## src/rtl/ppm_dl_pkg.sv

```systemverilog
package ppm_dl_pkg;

    typedef enum logic [1:0] {
        ST_IDLE,
        ST_HUNT,
        ST_DATA,
        ST_IGNORE
    } dl_state_e;

    typedef struct packed {
        logic       got;
        logic [1:0] val;
        logic       eod_a;
        logic       eod_b;
    } win_track_t;

    localparam logic [2:0] HS_EOD_A    = 3'd0;
    localparam logic [2:0] HS_EOD_B    = 3'd2;
    localparam logic [2:0] HS_SLOW_SOF = 3'd4;
    localparam logic [2:0] HS_FAST_SOF = 3'd6;

    function automatic logic hs_is_data(input logic [2:0] hs);
        return hs[0];
    endfunction

    function automatic logic [1:0] hs_to_sym(input logic [2:0] hs);
        return hs[2:1];
    endfunction

endpackage

```

## src/rtl/dl_timebase.sv

```systemverilog
module dl_timebase #(
    parameter int HALF_CYC = 128
) (
    input  logic       clk,
    input  logic       rst,
    input  logic       sync_i,
    output logic [2:0] hs_o,
    output logic       mid_o,
    output logic       half_win_last_o,
    output logic       win_last_o
);
    localparam int HB  = $clog2(HALF_CYC);
    localparam int CW  = HB + 3;
    localparam int WIN = 8 * HALF_CYC;

    logic [CW-1:0] cnt;

    always_ff @(posedge clk) begin
        if (rst) begin
            cnt <= '0;
        end else if (sync_i) begin
            cnt <= CW'(1);
        end else if (cnt == CW'(WIN - 1)) begin
            cnt <= '0;
        end else begin
            cnt <= cnt + CW'(1);
        end
    end

    assign hs_o            = cnt[CW-1 -: 3];
    assign mid_o           = (cnt[HB-1:0] == HB'(HALF_CYC / 2));
    assign half_win_last_o = (cnt == CW'(4 * HALF_CYC - 1));
    assign win_last_o      = (cnt == CW'(WIN - 1));

endmodule

```

## src/rtl/dl_quiet.sv

```systemverilog
module dl_quiet #(
    parameter int QUIET_CYC = 1024
) (
    input  logic clk,
    input  logic rst,
    input  logic run_i,
    input  logic pause_i,
    output logic done_o
);
    localparam int QW = $clog2(QUIET_CYC + 1);

    logic [QW-1:0] qcnt;

    always_ff @(posedge clk) begin
        if (rst || !run_i || pause_i) begin
            qcnt <= '0;
        end else if (qcnt != QW'(QUIET_CYC - 1)) begin
            qcnt <= qcnt + QW'(1);
        end
    end

    assign done_o = run_i && !pause_i && (qcnt == QW'(QUIET_CYC - 1));

endmodule

```

## src/rtl/dl_packer.sv

```systemverilog
module dl_packer (
    input  logic       clk,
    input  logic       rst,
    input  logic       clr_i,
    input  logic       sym_vld_i,
    input  logic [1:0] sym_i,
    output logic       byte_vld_o,
    output logic [7:0] byte_o
);
    logic [1:0] sc;
    logic [5:0] acc;

    always_ff @(posedge clk) begin
        if (rst) begin
            sc         <= '0;
            acc        <= '0;
            byte_vld_o <= 1'b0;
            byte_o     <= '0;
        end else begin
            byte_vld_o <= 1'b0;
            if (clr_i) begin
                sc <= '0;
            end else if (sym_vld_i) begin
                if (sc == 2'd3) begin
                    byte_o     <= {sym_i, acc};
                    byte_vld_o <= 1'b1;
                    sc         <= '0;
                end else begin
                    acc <= {sym_i, acc[5:2]};
                    sc  <= sc + 2'd1;
                end
            end
        end
    end

    AST_BYTE_NEEDS_SYM: assert property (@(posedge clk) disable iff (rst)
        byte_vld_o |-> $past(sym_vld_i));

endmodule

```

## src/rtl/ppm_downlink_decoder.sv

```systemverilog
module ppm_downlink_decoder #(
    parameter int SLOT_CYC    = 256,
    parameter int QUIET_SLOTS = 520
) (
    input  logic       clk,
    input  logic       rst,
    input  logic       pause_i,
    output logic       frame_start_o,
    output logic       byte_valid_o,
    output logic [7:0] byte_o,
    output logic       frame_end_o,
    output logic       error_o
);
    import ppm_dl_pkg::*;

    localparam int HALF_CYC  = SLOT_CYC / 2;
    localparam int QUIET_CYC = QUIET_SLOTS * SLOT_CYC;

    dl_state_e  st;
    win_track_t trk;
    logic       pause_q;
    logic       hunt_ok;
    logic       sof_q, eof_q, err_q;
    logic       sym_vld;
    logic [1:0] sym_val;

    logic [2:0] hs;
    logic       mid, half_last, win_last;
    logic       sync, quiet_done;

    assign sync = (st == ST_IDLE) && pause_i && !pause_q;

    dl_timebase #(.HALF_CYC(HALF_CYC)) tb_i (
        .clk             (clk),
        .rst             (rst),
        .sync_i          (sync),
        .hs_o            (hs),
        .mid_o           (mid),
        .half_win_last_o (half_last),
        .win_last_o      (win_last)
    );

    dl_quiet #(.QUIET_CYC(QUIET_CYC)) quiet_i (
        .clk     (clk),
        .rst     (rst),
        .run_i   (st == ST_IGNORE),
        .pause_i (pause_i),
        .done_o  (quiet_done)
    );

    dl_packer pack_i (
        .clk        (clk),
        .rst        (rst),
        .clr_i      (st != ST_DATA),
        .sym_vld_i  (sym_vld),
        .sym_i      (sym_val),
        .byte_vld_o (byte_valid_o),
        .byte_o     (byte_o)
    );

    always_ff @(posedge clk) begin
        if (rst) begin
            st      <= ST_IDLE;
            trk     <= '0;
            pause_q <= 1'b0;
            hunt_ok <= 1'b0;
            sof_q   <= 1'b0;
            eof_q   <= 1'b0;
            err_q   <= 1'b0;
            sym_vld <= 1'b0;
            sym_val <= '0;
        end else begin
            pause_q <= pause_i;
            sof_q   <= 1'b0;
            eof_q   <= 1'b0;
            err_q   <= 1'b0;
            sym_vld <= 1'b0;
            unique case (st)
                ST_IDLE: begin
                    if (sync) begin
                        st      <= ST_HUNT;
                        hunt_ok <= 1'b0;
                    end
                end
                ST_HUNT: begin
                    if (mid && pause_i && hs != HS_EOD_A) begin
                        if (hs == HS_SLOW_SOF) begin
                            st <= ST_IGNORE;
                        end else if (hs == HS_FAST_SOF) begin
                            hunt_ok <= 1'b1;
                        end else begin
                            err_q <= 1'b1;
                            st    <= ST_IGNORE;
                        end
                    end else if (win_last) begin
                        if (hunt_ok) begin
                            sof_q <= 1'b1;
                            st    <= ST_DATA;
                            trk   <= '0;
                        end else begin
                            err_q <= 1'b1;
                            st    <= ST_IGNORE;
                        end
                    end
                end
                ST_DATA: begin
                    if (mid && pause_i) begin
                        if (hs_is_data(hs)) begin
                            if (trk.got || trk.eod_a) begin
                                err_q <= 1'b1;
                                st    <= ST_IGNORE;
                            end else begin
                                trk.got <= 1'b1;
                                trk.val <= hs_to_sym(hs);
                            end
                        end else if (hs == HS_EOD_A) begin
                            trk.eod_a <= 1'b1;
                        end else if (hs == HS_EOD_B && trk.eod_a) begin
                            trk.eod_b <= 1'b1;
                        end else begin
                            err_q <= 1'b1;
                            st    <= ST_IGNORE;
                        end
                    end else if (half_last && trk.eod_a) begin
                        trk <= '0;
                        if (trk.eod_b) begin
                            eof_q <= 1'b1;
                            st    <= ST_IDLE;
                        end else begin
                            err_q <= 1'b1;
                            st    <= ST_IGNORE;
                        end
                    end else if (win_last) begin
                        trk <= '0;
                        if (trk.got) begin
                            sym_vld <= 1'b1;
                            sym_val <= trk.val;
                        end else begin
                            err_q <= 1'b1;
                            st    <= ST_IGNORE;
                        end
                    end
                end
                ST_IGNORE: begin
                    if (quiet_done) begin
                        st <= ST_IDLE;
                    end
                end
                default: st <= ST_IDLE;
            endcase
        end
    end

    assign frame_start_o = sof_q;
    assign frame_end_o   = eof_q;
    assign error_o       = err_q;

    AST_STROBE_EXCL: assert property (@(posedge clk) disable iff (rst)
        $onehot0({sof_q, eof_q, err_q, byte_valid_o}));
    AST_SOF_FROM_HUNT: assert property (@(posedge clk) disable iff (rst)
        sof_q |-> ($past(st) == ST_HUNT) && (st == ST_DATA));
    AST_EOF_FROM_DATA: assert property (@(posedge clk) disable iff (rst)
        eof_q |-> ($past(st) == ST_DATA) && (st == ST_IDLE));
    AST_ERR_TO_IGNORE: assert property (@(posedge clk) disable iff (rst)
        err_q |-> (st == ST_IGNORE));
    AST_IGNORE_SILENT: assert property (@(posedge clk) disable iff (rst)
        (st == ST_IGNORE && $past(st) == ST_IGNORE)
            |-> !sof_q && !eof_q && !err_q && !byte_valid_o);

endmodule

```

## config.mk

```make
export PLATFORM = sky130hd
export DESIGN_NAME = ppm_downlink_decoder
export DESIGN_NICKNAME = d
export VERILOG_FILES = /design/src/rtl/ppm_dl_pkg.sv /design/src/rtl/dl_timebase.sv /design/src/rtl/dl_quiet.sv /design/src/rtl/dl_packer.sv /design/src/rtl/ppm_downlink_decoder.sv
export SDC_FILE = /design/constraint.sdc
export NUM_CORES = 1
export LEC_CHECK = 0
export BUFFER_PORTS_ARGS = -buffer_cell sky130_fd_sc_hd__buf_2
export CORE_ASPECT_RATIO = 2
export CORE_UTILIZATION = 35
export DETAILED_ROUTE_END_ITERATION = 8
export PLACE_DENSITY_LB_ADDON = 0.2
export SLEW_MARGIN = 20
export SYNTH_ARGS = -nofsm -noshare
export SYNTH_HDL_FRONTEND = slang
export SYNTH_SLANG_ARGS = --single-unit
```

## constraint.sdc

```tcl
create_clock -name clk -period 3.6 [get_ports clk]
set_input_delay 0.18 -clock clk [delete_from_list [all_inputs] [get_ports clk]]
set_output_delay 0.18 -clock clk [all_outputs]
set_load 0.03 [all_outputs]
```

==> impl_metrics.ini <==
[worst_setup_path]
end_kind = flop
rr_startpoint = quiet_i.qcnt[0]
worst_setup_path_start_kind = flop
crit_start = quiet_i.qcnt[0]
cp_max_fo = 7
crit_type = reg -> reg
crit_path_end = st[0]
critPathArrivalTime_ns = 2.43
r2r_end = st[0]
required_ns = 3.82
r2r_cells = 7
regToRegSetupSlack_ns = 1.39

[die]
chipWidth_um = 65.07
row_count = 45
core-area_mm2 = 0.007657
io_pins = 15
dieArea_mm2 = 0.008336
chipHeight_um = 128.1
start_util_pct = 36.36

[synth]
yosysWarnings = 0
ys_types = 47
synth_edf_count = 0
syn-num-nets = 338
yosysSeqAreaShare_pct = 43.15
synth_area_mm2 = 0.002784
ys_ff_latch = 60
synth-async-reset-ratio_pct = 0
syn_inst = 326
postSynthAreaPerCell_um2 = 8.540
synth_ff_type = dfxtp_1

[sta]
final-hold-violation-count = 0
max_freq_mhz = 452.0
fin_ws_ns = 1.388
slew_headroom_pct = 51.51
clock_skew_ns = 0.005736
slew_viol_final = 0
period_share_pct = 61.45
rsz0062_at_grt = false
fin_setup_tns_ns = 0
period_minus_slack_ns = 2.212
setup_viol = 0
tightest_slew_ns = 0.7253

[finish]
syn2layout_area_growth_pct = 14.29
register_area_mm2 = 0.001201
antenna_cells = 0
layout_common_cells = dfxtp_1, nor2_1, nand2_1, nand3_1, a21oi_1
multiInputGateArea_mm2 = 0.001443
layoutNonFillerInstCount = 437
stdcell_area_mm2 = 0.003182
nNetsFinal = 350
fillers = 820
drive_gt1_share_pct = 9.913
final_common_cell = dfxtp_1

[route]
wire_per_inst_um = 13.69
postRouteWirelength_um = 5984
antenna_left = 0
vias = 2248
viasPerCell = 5.144
drt_iter0_markers = 53
drcViolationCount = 0
first_pass_iters = 4

[pwr]
power.density_mw_per_mm2 = 569.4
peakVddDrop_mv = 0.2531
power.total_w = 0.001812
p_leak_nw = 1.158

[global_routing]
grt_pass1_vias = 2220
grt_use_total_pct = 15.90
antenna_found_initial = 0
grt_overflow = 0
grt_max_degree = 30
grt_pass1_wl_um = 10050

[clocking]
post_cts_buffers = 0
cts.clk_slew.worst_paths_ns = 0.05
cts_buffers = 9
cts_resized = 0
clock_latency_ns = 0.32
hold_buffers = 0
cts_tree = yes
clockRootBuffer = clkbuf_16
htree_levels = 3
clock_path_buffers = 2
cts.sinks = 60

[worst_hold_path]
hold_path_class = in -> reg

[place]
place.gp.congestion = 0.9249
hpwl_um = 4377
placed_cells = 421
pre_cts_ws_ns = 1.400
portBuffers = 14
placed_cell_area_mm2 = 0.002877

[run]
maxCapViolations = 0

[outcome]
outcome = complete, no violations
## power by group
group          total, W  internal [W]  switching, W
Sequential     0.000712      0.000687     0.0000247
Clock          0.000858      0.000573      0.000285
Combinational  0.000242     0.0000923      0.000150
## registers in the layout, summed over array words and instances (netlist names)
name               flops
error_o                1
hunt_ok                1
pause_q                1
sym_val                2
trk                    5
pack_i.byte_o          8
frame_start_o          1
pack_i.acc             6
pack_i.byte_vld_o      1
tb_i.cnt              10
frame_end_o            1
pack_i.sc              2
st                     2
quiet_i.qcnt          18
sym_vld                1
## per-layer routing
layer | part of all wire, % | routed length [um] | up-vias | global-route usage, %
met5 | 0 | 0 | - | 0
met4 | 2.1 | 128 | 0 | 9.335
met3 | 3.0 | 177 | 9 | 3.470
met2 | 56 | 3332 | 46 | 29.41
met1 | 39 | 2346 | 1047 | 15.62
li1 | - | - | 1146 | -
## worst min path at each step
stage	slack, ns	to	depth (start not counted)	start
4_1_cts	0.17	pause_q	3	pause_i
5_1_grt	0.20	pause_q	3	pause_i
3_5_place_dp	0.45	pack_i.byte_o[5]	2	pack_i.byte_o[5]
2_1_floorplan	0.34	pause_q	2	pause_i
3_3_place_gp	0.44	pack_i.byte_o[3]	2	pack_i.byte_o[3]
6_report	0.18	pause_q	3	pause_i
## layout make-up
| type | count | area share (%) |
|---|---|---|
| clock buffers | 13 | 8.179 |
| clock inverters | 3 | 1.416 |
| inverters | 12 | 1.416 |
| multi-input cells | 241 | 45.34 |
| flip-flops and latches | 60 | 37.75 |
| well taps | 94 | 3.696 |
| repair buffers | 14 | 2.202 |
## worst max-delay path, cell delays in order, from the launching register on
cell	delay, ns
dfxtp_1	0.37
ha_1	0.18
nand2_1	0.13
nor3_2	0.40
nand2_1	0.17
a211oi_1	0.46
a21oi_1	0.12
a311oi_1	0.28
## cell families (layout without fill, tap and decap cells)
kind of cell,count (synthesis),after routing,share of synthesized area (%)
adder cells (fa/ha/maj),9,9,4.045
AO/OA/AOI/OAI,47,47,10.70
flip-flops,60,60,43.15
AND/OR/NAND/NOR,152,152,26.16
multiplexers,12,12,4.315
XOR/XNOR,21,21,6.607
buffers and inverters,25,42,5.034
## metrics by stage
step,util (%),hold WS (ns)
after CTS,41.55,0.1728
after floorplan,-,0.3399
after global routing,41.55,0.2018
after detailed placement,37.57,0.4469
final,41.55,0.1765
after global placement,37.57,0.4430
## cell usage after synthesis (2+ instances only)
cell | count | share of area [%]
clkbuf_8 | 2 | 0.99
dfxtp_1 | 60 | 43
a21oi_2 | 2 | 0.63
clkbuf_1 | 7 | 0.94
a22o_1 | 2 | 0.63
and4_1 | 2 | 0.63
a21oi_1 | 17 | 3.1
nand2_1 | 32 | 4.3
nand2b_1 | 3 | 0.67
nand3_1 | 19 | 3.4
o21ai_0 | 7 | 1.3
a31oi_1 | 3 | 0.67
a211oi_1 | 3 | 0.81
inv_1 | 12 | 1.6
nor4b_1 | 2 | 0.63
o22ai_1 | 2 | 0.45
nor2_1 | 54 | 7.3
nor3_1 | 13 | 2.3
mux2i_1 | 12 | 4.3
and3_1 | 7 | 1.6
or3_1 | 2 | 0.45
nor3b_1 | 3 | 0.81
nand4_1 | 3 | 0.67
nand3b_1 | 5 | 1.3
buf_6 | 3 | 1.2
xnor2_1 | 10 | 3.1
ha_1 | 9 | 4.0
xor2_1 | 11 | 3.5
No activity file was read; power rests on OpenSTA's default activity.
